==> config.mk <==
export PLATFORM = sky130hd
export DESIGN_NAME = nibble_dac_inreg
export DESIGN_NICKNAME = d
export VERILOG_FILES = /design/src/rtl/nibble_dac_inreg.sv
export SDC_FILE = /design/constraint.sdc
export NUM_CORES = 1
export LEC_CHECK = 0
export ABC_CLOCK_PERIOD_IN_PS = 1300
export CAP_MARGIN = 30
export CORE_MARGIN = 8
export CORE_UTILIZATION = 50
export DETAILED_ROUTE_END_ITERATION = 10
export PLACE_DENSITY_LB_ADDON = 0.2
export SLEW_MARGIN = 40
export SYNTH_ARGS = -nofsm -noshare
export SYNTH_HDL_FRONTEND = slang
export SYNTH_SLANG_ARGS = --single-unit
==> constraint.sdc <==
create_clock -name clk -period 1.3 [get_ports clk]
set_input_delay 0.325 -clock clk [delete_from_list [all_inputs] [get_ports clk]]
set_output_delay 0.325 -clock clk [all_outputs]
set_load 0.005 [all_outputs]
==> src/rtl/nibble_dac_inreg.sv <==
module nibble_dac_inreg #(
  parameter int NIB    = 4,
  parameter int LD_MIN = 5
) (
  input  logic               clk,
  input  logic               rst_n,
  input  logic [2*NIB-1:0]   bus_d,
  input  logic [1:0]         addr,
  input  logic               cs_n,
  input  logic               wr_n,
  input  logic               ld_n,
  input  logic               clr_n,
  output logic [3*NIB-1:0]   dac_code,
  output logic               hold_viol
);
  localparam int BW = 2*NIB;
  localparam int CW = 3*NIB;
  localparam int TW = $clog2(LD_MIN+1);
  localparam logic [TW-1:0] TMAX = TW'(LD_MIN);

  logic          wr_s, cs_s, ld_s;
  logic [BW-1:0] d_s;
  logic [1:0]    a_s;
  logic [NIB-1:0] lo_q, mid_q, hi_q;
  logic [CW-1:0] dac_q;
  logic [TW-1:0] ld_cnt;
  logic          armed, viol_q;

  wire wr_rise = wr_n & ~wr_s;
  wire commit  = wr_rise & ~cs_s;
  wire ld_rise = ld_n & ~ld_s;
  wire [CW-1:0] latches = {hi_q, mid_q, lo_q};

  always_ff @(posedge clk or negedge rst_n) begin
    if (!rst_n) begin
      wr_s <= 1'b1;
      cs_s <= 1'b1;
      ld_s <= 1'b1;
      d_s  <= '0;
      a_s  <= '0;
    end else begin
      wr_s <= wr_n;
      cs_s <= cs_n;
      ld_s <= ld_n;
      d_s  <= bus_d;
      a_s  <= addr;
    end
  end

  always_ff @(posedge clk or negedge rst_n) begin
    if (!rst_n) begin
      lo_q  <= '0;
      mid_q <= '0;
      hi_q  <= '0;
    end else if (!clr_n) begin
      lo_q  <= '0;
      mid_q <= '0;
      hi_q  <= '0;
    end else if (commit) begin
      case (a_s)
        2'b00: begin
          lo_q  <= d_s[NIB-1:0];
          mid_q <= d_s[BW-1:NIB];
        end
        2'b01: lo_q  <= d_s[NIB-1:0];
        2'b10: mid_q <= d_s[BW-1:NIB];
        default: hi_q <= d_s[BW-1:NIB];
      endcase
    end
  end

  always_ff @(posedge clk or negedge rst_n) begin
    if (!rst_n)                dac_q <= '0;
    else if (!clr_n)           dac_q <= '0;
    else if (!ld_n || ld_rise) dac_q <= latches;
  end

  always_ff @(posedge clk or negedge rst_n) begin
    if (!rst_n) begin
      ld_cnt <= '0;
      armed  <= 1'b0;
      viol_q <= 1'b0;
    end else begin
      if (!ld_n) begin
        if (ld_cnt != TMAX) ld_cnt <= ld_cnt + 1'b1;
        if (commit) armed <= 1'b1;
      end else begin
        ld_cnt <= '0;
        armed  <= 1'b0;
      end
      if (ld_rise && armed && ld_cnt < TMAX) viol_q <= 1'b1;
    end
  end

  assign dac_code  = dac_q;
  assign hold_viol = viol_q;


  ld_high_hold_chk: assert property (@(posedge clk) disable iff (!rst_n)
    (ld_n && ld_s && clr_n) |=> $stable(dac_code));


  ld_low_follow_chk: assert property (@(posedge clk) disable iff (!rst_n)
    (!ld_n && clr_n) |=> (dac_code == $past(latches)));


  clear_zero_chk: assert property (@(posedge clk) disable iff (!rst_n)
    !clr_n |=> (dac_code == '0 && latches == '0));


  no_stray_write_chk: assert property (@(posedge clk) disable iff (!rst_n)
    (clr_n && !commit) |=> $stable(latches));


  viol_sticky_chk: assert property (@(posedge clk) disable iff (!rst_n)
    hold_viol |=> hold_viol);


  viol_on_release_chk: assert property (@(posedge clk) disable iff (!rst_n)
    $rose(hold_viol) |-> ($past(ld_n) && !$past(ld_s)));
endmodule

## Yosys cells after proc, flatten, opt, wreduce, memory -nomap -nowiden

Cells that the tools add are included.
W data, S select, Z words.

- Flip-flop bits (word level): 42
- Bits of input ports: 16
- Output and inout bits: 13
- Word-level logic and storage cells: 56

- $add $sub $neg: 1
- Magnitude comparators: 1
- Eq/ne operators: 8
- Multiplexer cells: 15
- Bitwise gates (word level): 6
- Reduce and logical (&&, ||, !) cells: 13

Operators by type and width:

| operator | count |
|---|---|
| $mux W4 | 9 |
| $mux W12 | 2 |
| $mux W3 | 2 |
| $ne A2 B2 Y1 const B | 3 |
| $reduce_and A2 Y1 | 3 |
| $ne A2 B1 Y1 const B | 2 |
| $reduce_bool A2 Y1 | 2 |
| $reduce_or A2 Y1 | 2 |
| $add A3 B1 Y3 const B | 1 |
| $and A1 B1 Y1 | 3 |
| $lt A3 B3 Y1 const B | 1 |
| $ne A3 B3 Y1 const B | 1 |
| $not A1 Y1 | 3 |
| $reduce_or A3 Y1 | 1 |
| $eq A2 B1 Y1 const B | 1 |
| $eq A2 B2 Y1 const B | 1 |
| $logic_and A1 B1 Y1 | 2 |
| $logic_not A2 Y1 | 1 |
| $mux W1 | 2 |
| $logic_not A1 Y1 | 1 |
| $logic_or A1 B1 Y1 | 1 |

## Longest topological paths before layout

Gate-level depths: netlist of run 1.

- Depth in word-level cells: 5
- Gate-level depth with buffers: 6
- Depth with buffers taken out: 5

## Worst setup path before layout of run 1

No wires, ideal clock.

- Kind: register to register
- From: register wr_s
- To: register hi_q[0]
- Library setup time: 122 ps
- Data arrival time: 1,032 ps
- Required time: 1,178 ps
- Path slack: 145 ps
- Stages on the path, launching flop included: 5
- Path buffers: 1
- Clock period less this slack: 1,155 ps
- Cells stage by stage: dfstp_2 > nor3b_2 > and3_1 > buf_6 > mux2i_1

- Cells in the longest elaborated chain, start to end: 5

Ends and longest elaborated chain:

| what | line | source |
|---|---|---|
| start, declared | 21 | `logic wr_s, cs_s, ld_s;` |
| start signal, assigned | 42 | `wr_s <= wr_n;` |
| $not A1 Y1 | 29 | `wire wr_rise = wr_n & ~wr_s;` |
| $and A1 B1 Y1 | 29 |  |
| $and A1 B1 Y1 | 30 | `wire commit = wr_rise & ~cs_s;` |
| $ne A2 B1 Y1 (no line) | n/a |  |
| $reduce_and A2 Y1 (no line) | n/a |  |
| end signal, assigned | 67 | `default: hi_q <= d_s[BW-1:NIB];` |
| end, declared | 24 | `logic [NIB-1:0] lo_q, mid_q, hi_q;` |

Every way passes these cells.
A chain may end at the register's enable or synchronous reset.

## Worst setup path after layout of run 1

- From: register dac_q[0], in the netlist dac_code[0]
- To: output port dac_code[0]

RTL lines:

| what | line | source |
|---|---|---|
| start, declared | 25 | `logic [CW-1:0] dac_q;` |
| start signal, assigned | 75 | `else if (!ld_n \|\| ld_rise) dac_q <= latches;` |
| end, declared | 13 | `output logic [3*NIB-1:0] dac_code,` |

No word-level cell between the ends.

==> results of run 1 <==
## worst paths after layout
path / startpoint / endpoint / slack [ps] / depth (start not counted)
min in group asynchronous: rst_n / dac_code[11] / 430 / 2
worst min register to register: d_s[1] / lo_q[1] / 490 / 2
max in group asynchronous: rst_n / cs_s / 360 / 3
worst min-delay path: cs_n / cs_s / 390 / 1
worst max register to register: wr_s / hi_q[3] / 110 / 3
worst max-delay path: dac_code[0] / dac_code[0] / 40 / 1
## power by group
group          internal [W]  switching (W)  leakage (nW)
registers           0.00136      0.0000351         0.545
clock network      0.000204       0.000375        0.0254
logic              0.000105      0.0000900         0.368
## area by class of cell
cell class,count,area (um^2),area share [%]
Timing Repair Buffer,46,377.9,19.11
Multi-Input combinational cell,80,450.4,22.78
Inverter,2,7.507,0.3797
Tap cell,33,41.29,2.089
Sequential cell,42,1055,53.35
Clock buffer,7,45.04,2.278
## cells in the mapped netlist
master / number / area (um^2)
nor3b_2: 1 / 12.51
dfrtp_1: 39 / 975.9
o21ai_1: 3 / 15.01
buf_2: 2 / 10.01
nor4b_4: 2 / 47.55
nand2_1: 30 / 112.6
mux2i_1: 4 / 40.04
nand3_1: 8 / 40.04
a41o_1: 1 / 10.01
nor2_1: 6 / 22.52
clkbuf_1: 2 / 7.510
a211oi_1: 1 / 7.510
and3_1: 2 / 12.51
ha_1: 2 / 25.02
dfstp_2: 3 / 78.83
nor3_1: 1 / 5.000
xnor2_1: 1 / 8.760
inv_1: 2 / 7.510
o21ai_0: 18 / 90.09
buf_6: 3 / 33.78
## registers in the layout, summed over array words and instances, names as in the netlist
signal     cells
a_s            2
armed          1
mid_q          4
hold_viol      1
ld_cnt         3
dac_code      12
cs_s           1
lo_q           4
hi_q           4
d_s            8
wr_s           1
ld_s           1
## repair_timing
item / in CTS / in global routing
hold endpoints to repair: 14 / 0
resized for setup: 26 / 13
hold buffers: 1 / 0
buffers inserted: 1 / 7
endpoints found under the setup margin: 13 / 15
## metrics by stage
stage / hold slack [ps] / total power (W)
global placement: 267.3 / 0.001611
global route: 357.3 / 0.002269
detailed placement: 281.5 / 0.001624
CTS: 364.5 / 0.002203
finish: 388.6 / 0.002169
floorplan: 29.41 / 0.001490
## cells by family after synthesis
kind of cell | after synthesis | synth area share (%)
AOI/OAI and AO/OA | 23 | 7.846
and+or+nand+nor | 50 | 16.17
DFF | 42 | 67.49
muxes | 4 | 2.562
buffers and inverters | 9 | 3.763
adders and majority gates | 2 | 1.601
xor gates and xnor gates | 1 | 0.5606
## metal layers
metal	vias up	global-route usage, %	wire length, um
li1	528	-	-
met4	0	5.442	53
met2	23	18.52	1327
met3	4	5.647	169
met5	-	0	0
met1	510	14.57	1338
==> Flow_metrics.wiki, run 1 <==
{| class="wikitable"
! Metric !! Value
|-
| Number of nets in the layout || 195
|-
| Critical-path cell list || clkdlybuf4s15_1
|-
| Final period utilization || 96.67%
|-
| Std-Cell Core Area || 0.003003 mm^2
|-
| Layout area overhead || 26.50%
|-
| Clk_lat worst skew || 340 ps
|-
| Post-layout min period || 1257 ps
|-
| Pin count of the biggest net entering global routing || 25
|-
| Most common cell after layout, fill and taps aside || dfrtp_1
|-
| Path class of the lowest-slack min-delay path || in -> reg
|-
| Status || complete, no violations
|-
| Initial Util || 52.04%
|-
| Cell at the root of the clock tree || clkbuf_4
|-
| Fill cell total of the finished layout || 249
|-
| Final-layout setup total negative slack || 0 ps
|-
| Slowest cell on the critical path || dfrtp_1
|-
| Via count of the first global-routing pass || 1066
|-
| Half-perimeter wire length of the detailed placement result || 2126 um
|-
| Die width || 71.91 um
|-
| Number of endpoints failing setup at the final stage || 0
|-
| Leakage power of the design || 0.9383 nW
|-
| Final weighted congestion of routability-driven global placement || 0.7442
|-
| Portion of the post-synthesis area used by sequential elements || 67.49%
|-
| Type of the worst setup path || reg -> out
|-
| Number of max-cap violations || 0
|-
| Pre-CTS setup slack || -328.6 ps
|-
| RSZ-0062 raised after global routing || no
|-
| Startpoint kind of the worst setup timing path || flop
|-
| Number of standard cells after synthesis || 131
|-
| Maximum cell stage delay along the critical path || 390 ps
|-
| Measured slew at the worst slew-check pin || 409.2 ps
|-
| Number of slew-limit violations in the final report || 0
|-
| Fin Clk Skew || 8.185 ps
|-
| Maximum buffer depth of the clock tree || 2
|-
| Vertical die dimension || 71.91 um
|-
| Row cnt || 20
|-
| Fraction of final layout cells sized beyond drive strength 1 || 23.73%
|-
| Power Dens Cells || 1097 mW/mm^2
|-
| Highest-count cells in the layout ignoring fill and taps || dfrtp_1 (39), nand2_1 (30), o21ai_0 (18), buf_4 (15), clkdlybuf4s50_1 (14)
|-
| Number of distinct library cells after synthesis || 20
|-
| Util after Layout || 65.83%
|-
| Total clock buffers created by CTS || 5
|-
| Number of port buffers || 28
|-
| Final setup margin || 43.26 ps
|-
| WL per Instance || 13.76 um
|-
| Remaining DRCs || 0
|-
| Final hold vios || 0
|-
| Peak supply drop || 0.0009603 V
|-
| Number of optimization iterations in the first detailed-route pass || 4
|-
| Mapped Avg Cell Area || 11.93 um^2
|-
| Highest clock frequency the design can meet || 0.7957 GHz
|-
| Critical path's top delay family || flip-flops
|-
| Placed insts || 194
|-
| GR Util All Layers || 12.25%
|-
| Yosys reg bits || 42
|-
| Post-place instance area || 0.001921 mm^2
|-
| Initial antenna violation count || 0
|-
| Detailed Route Iter0 Violations || 39
|-
| Clock Sink Count || 42
|-
| Total length of routed wires || 2889 um
|-
| Endpoint type of the worst setup path || output pin
|-
| Number of vias per cell || 5.071
|-
| Critical path buffer and inverter count || 1
|-
| Remaining antenna violation count || 0
|-
| Synthesized area || 0.001563 mm^2
|-
| Worst Path Required || 980 ps
|-
| Via count || 1065
|-
| Maximum fanout encountered on the critical timing path || 2
|-
| Worst Path Arrival || 930 ps
|-
| Full die area || 0.005170 mm^2
|-
| Wire length of the first global-routing pass || 4871 um
|-
| CTS H-tree depth || 2
|-
| Relative max-transition margin || 72.72%
|-
| Net count of the mapped netlist || 149
|-
| Clock transition at path regs || 110 ps
|-
| Overall overflow remaining after global route || 0
|-
| IO Pins || 29
|-
| Fin cells || 210
|-
| Post-Layout Inst Area || 0.001977 mm^2
|-
| Count of warnings emitted by yosys || 0
|-
| Number of diodes added for antenna fixing || 0
|-
| TritonCTS clock tree || done
|}
No activity file was read; power rests on OpenSTA's default activity.
==> run 2: changes to the inputs <==
Settings changed: CORE_MARGIN 8 to default, CORE_UTILIZATION 50 to 53, CTS_BUF_LIST from default to sky130_fd_sc_hd__clkbuf_4.
==> run 2 against run 1 <==
Compared with the run above:
- critical path depth stayed put
- sequential share of layout area decreased by 1.8 points
- combinational power is 6% higher
- clock skew fell by 4.5 ps
- maximum frequency fell by 1.1%
- setup slack got worse by 14 ps
- global-route usage up 6.2 points
- design area rose by 3.5%
- clock power is essentially flat
- total power is 0.56% higher
- count of clock-buffer cells in the layout fell by 2
- critical path type unchanged
- critical endpoint is now dac_code[1]
==> Flow_metrics.wiki, run 2 (synthesis results as in run 1) <==
{| class="wikitable"
! Metric !! Value
|-
| Critical path's top delay family || flip-flops
|-
| Full die area || 0.003170 mm^2 (-39%)
|-
| Half-perimeter wire length of the detailed placement result || 1686 um (-21%)
|-
| Worst Path Required || 980 ps (about the same)
|-
| Clk_lat worst skew || 330 ps (about the same)
|-
| Leakage power of the design || 0.9568 nW (+2.0%)
|-
| Highest clock frequency the design can meet || 0.7871 GHz (-1.1%)
|-
| Peak supply drop || 0.0008409 V (-12%)
|-
| Final hold vios || 0 (unchanged)
|-
| Initial Util || 56.19% (+4.1 points)
|-
| Total clock buffers created by CTS || 5 (unchanged)
|-
| Post-layout min period || 1270 ps (+13.75 ps)
|-
| Critical-path cell list || clkdlybuf4s15_1
|-
| Maximum fanout encountered on the critical timing path || 2 (unchanged)
|-
| Via count || 1045 (-1.9%)
|-
| Power Total || 0.002182 W (+0.56%)
|-
| Number of endpoints failing setup at the final stage || 0 (unchanged)
|-
| Type of the worst setup path || reg -> out
|-
| Relative max-transition margin || 85.43% (+13 points)
|-
| Fin Clk Skew || 3.717 ps (-4.468 ps)
|-
| Row cnt || 19 (-5.0%)
|-
| TritonCTS clock tree || done
|-
| Total length of routed wires || 2523 um (-13%)
|-
| Detailed Route Iter0 Violations || 29 (-26%)
|-
| Wire length of the first global-routing pass || 4457 um (-8.5%)
|-
| Status || complete, no violations
|-
| Number of diodes added for antenna fixing || 0 (unchanged)
|-
| Initial antenna violation count || 0 (unchanged)
|-
| Vertical die dimension || 56.30 um (-22%)
|-
| Maximum cell stage delay along the critical path || 400 ps (about the same)
|-
| Number of port buffers || 28 (unchanged)
|-
| Number of flip-flops under the largest register name || 12 (unchanged)
|-
| Critical path buffer and inverter count || 1 (unchanged)
|-
| Pin count of the biggest net entering global routing || 43 (+72%)
|-
| GR Util All Layers || 18.43% (+6.2 points)
|-
| Via count of the first global-routing pass || 1040 (-2.4%)
|-
| Highest-count cells in the layout ignoring fill and taps || dfrtp_1 (39), nand2_1 (30), o21ai_0 (18), buf_4 (18), clkdlybuf4s50_1 (14)
|-
| Number of vias per cell || 4.929 (-2.8%)
|-
| Maximum buffer depth of the clock tree || 2 (unchanged)
|-
| Remaining antenna violation count || 0 (unchanged)
|-
| Endpoint type of the worst setup path || output pin
|-
| Hold Worst Slack || 382.3 ps (-6.297 ps)
|-
| Layout area overhead || 30.90%
|-
| IO Pins || 29 (unchanged)
|-
| Util after Layout || 73.55% (+7.7 points)
|-
| Measured slew at the worst slew-check pin || 218.6 ps (-190.6 ps)
|-
| Worst Path Arrival || 950 ps (+20 ps)
|-
| Most common cell after layout, fill and taps aside || dfrtp_1
|-
| Final weighted congestion of routability-driven global placement || 0.6915 (-7.1%)
|-
| Final period utilization || 97.73% (+1.1 points)
|-
| CTS H-tree depth || 2 (unchanged)
|-
| Cell at the root of the clock tree || clkbuf_4
|-
| Clock Sink Count || 42 (unchanged)
|-
| Die width || 56.30 um (-22%)
|-
| Placed insts || 190 (-2.1%)
|-
| Fin cells || 212 (+0.95%)
|-
| Number of slew-limit violations in the final report || 0 (unchanged)
|-
| Number of optimization iterations in the first detailed-route pass || 4 (unchanged)
|-
| Number of nets in the layout || 198 (+1.5%)
|-
| Clock transition at path regs || 110 ps (about the same)
|-
| Power Dens Cells || 1066 mW/mm^2 (-2.8%)
|-
| Fraction of final layout cells sized beyond drive strength 1 || 19.89% (-3.8 points)
|-
| Startpoint kind of the worst setup timing path || flop
|-
| Std-Cell Core Area || 0.002781 mm^2 (-7.4%)
|-
| WL per Instance || 11.90 um (-13%)
|-
| Remaining DRCs || 0 (unchanged)
|-
| Overall overflow remaining after global route || 0 (unchanged)
|-
| Number of max-cap violations || 0 (unchanged)
|-
| Path class of the lowest-slack min-delay path || in -> reg
|-
| Slowest cell on the critical path || dfrtp_1
|}
[run 2: timing repair]
item / in CTS / in global routing
endpoints found under the hold margin: 39 / 0
resized for setup: 26 / 4
setup buffers: 3 / 10
cloned: 0 / 0
setup endpoints to repair: 13 / 16
hold buffers: 1 / 0
[run 2: routing by layer]
metal,global-route usage [%],vias to the layer above,wire (um)
li1,-,536,-
met1,24.44,478,1203
met2,28.57,27,1170
met3,5.069,4,119
met4,8.362,0,30
met5,0,-,0
[run 2: area by class of cell]
cell class	count	area, um^2
flip-flops and latches	42	1055
fillers	193	735.7
multi-input cells	80	450.4
repair buffers	49	445.4
well taps	31	38.79
clock buffers	5	37.54
clock inverters	3	11.26
inverters	2	7.507
[run 2: path summary, 6_finish.rpt]
path | from | to | slack, ps | depth (start not counted)
worst max-delay path | dac_code[1] | dac_code[1] | 30 | 1
min in group asynchronous | rst_n | dac_code[3] | 480 | 3
worst min-delay path | cs_n | cs_s | 380 | 1
max in group asynchronous | rst_n | ld_s | 570 | 3
worst min register to register | dac_code[10] | dac_code[10] | 490 | 2
worst max register to register | wr_s | hi_q[2] | 120 | 3
[run 2: power breakdown]
part | switching, W | total, W | internal, W
clock network | 0.000386 | 0.000579 | 0.000193
registers | 0.0000359 | 0.00140 | 0.00136
logic | 0.0000881 | 0.000207 | 0.000118
[run 2: per-stage QoR]
step,setup TNS (ps),worst slack [ps],instance area [um^2]
after global routing,-16.32,-11.98,2046
after global placement,-3720,-270.7,1903
after detailed placement,-4136,-298.4,1903
after CTS,0,16.80,1984
final,0,29.52,2046
after floorplan,0,145.4,1563
[run 2: worst reg2reg max path, stage by stage (launching register included)]
cell and delay [ps]:
dfstp_2 620, nor3b_2 70, and3_2 260, mux2i_1 130
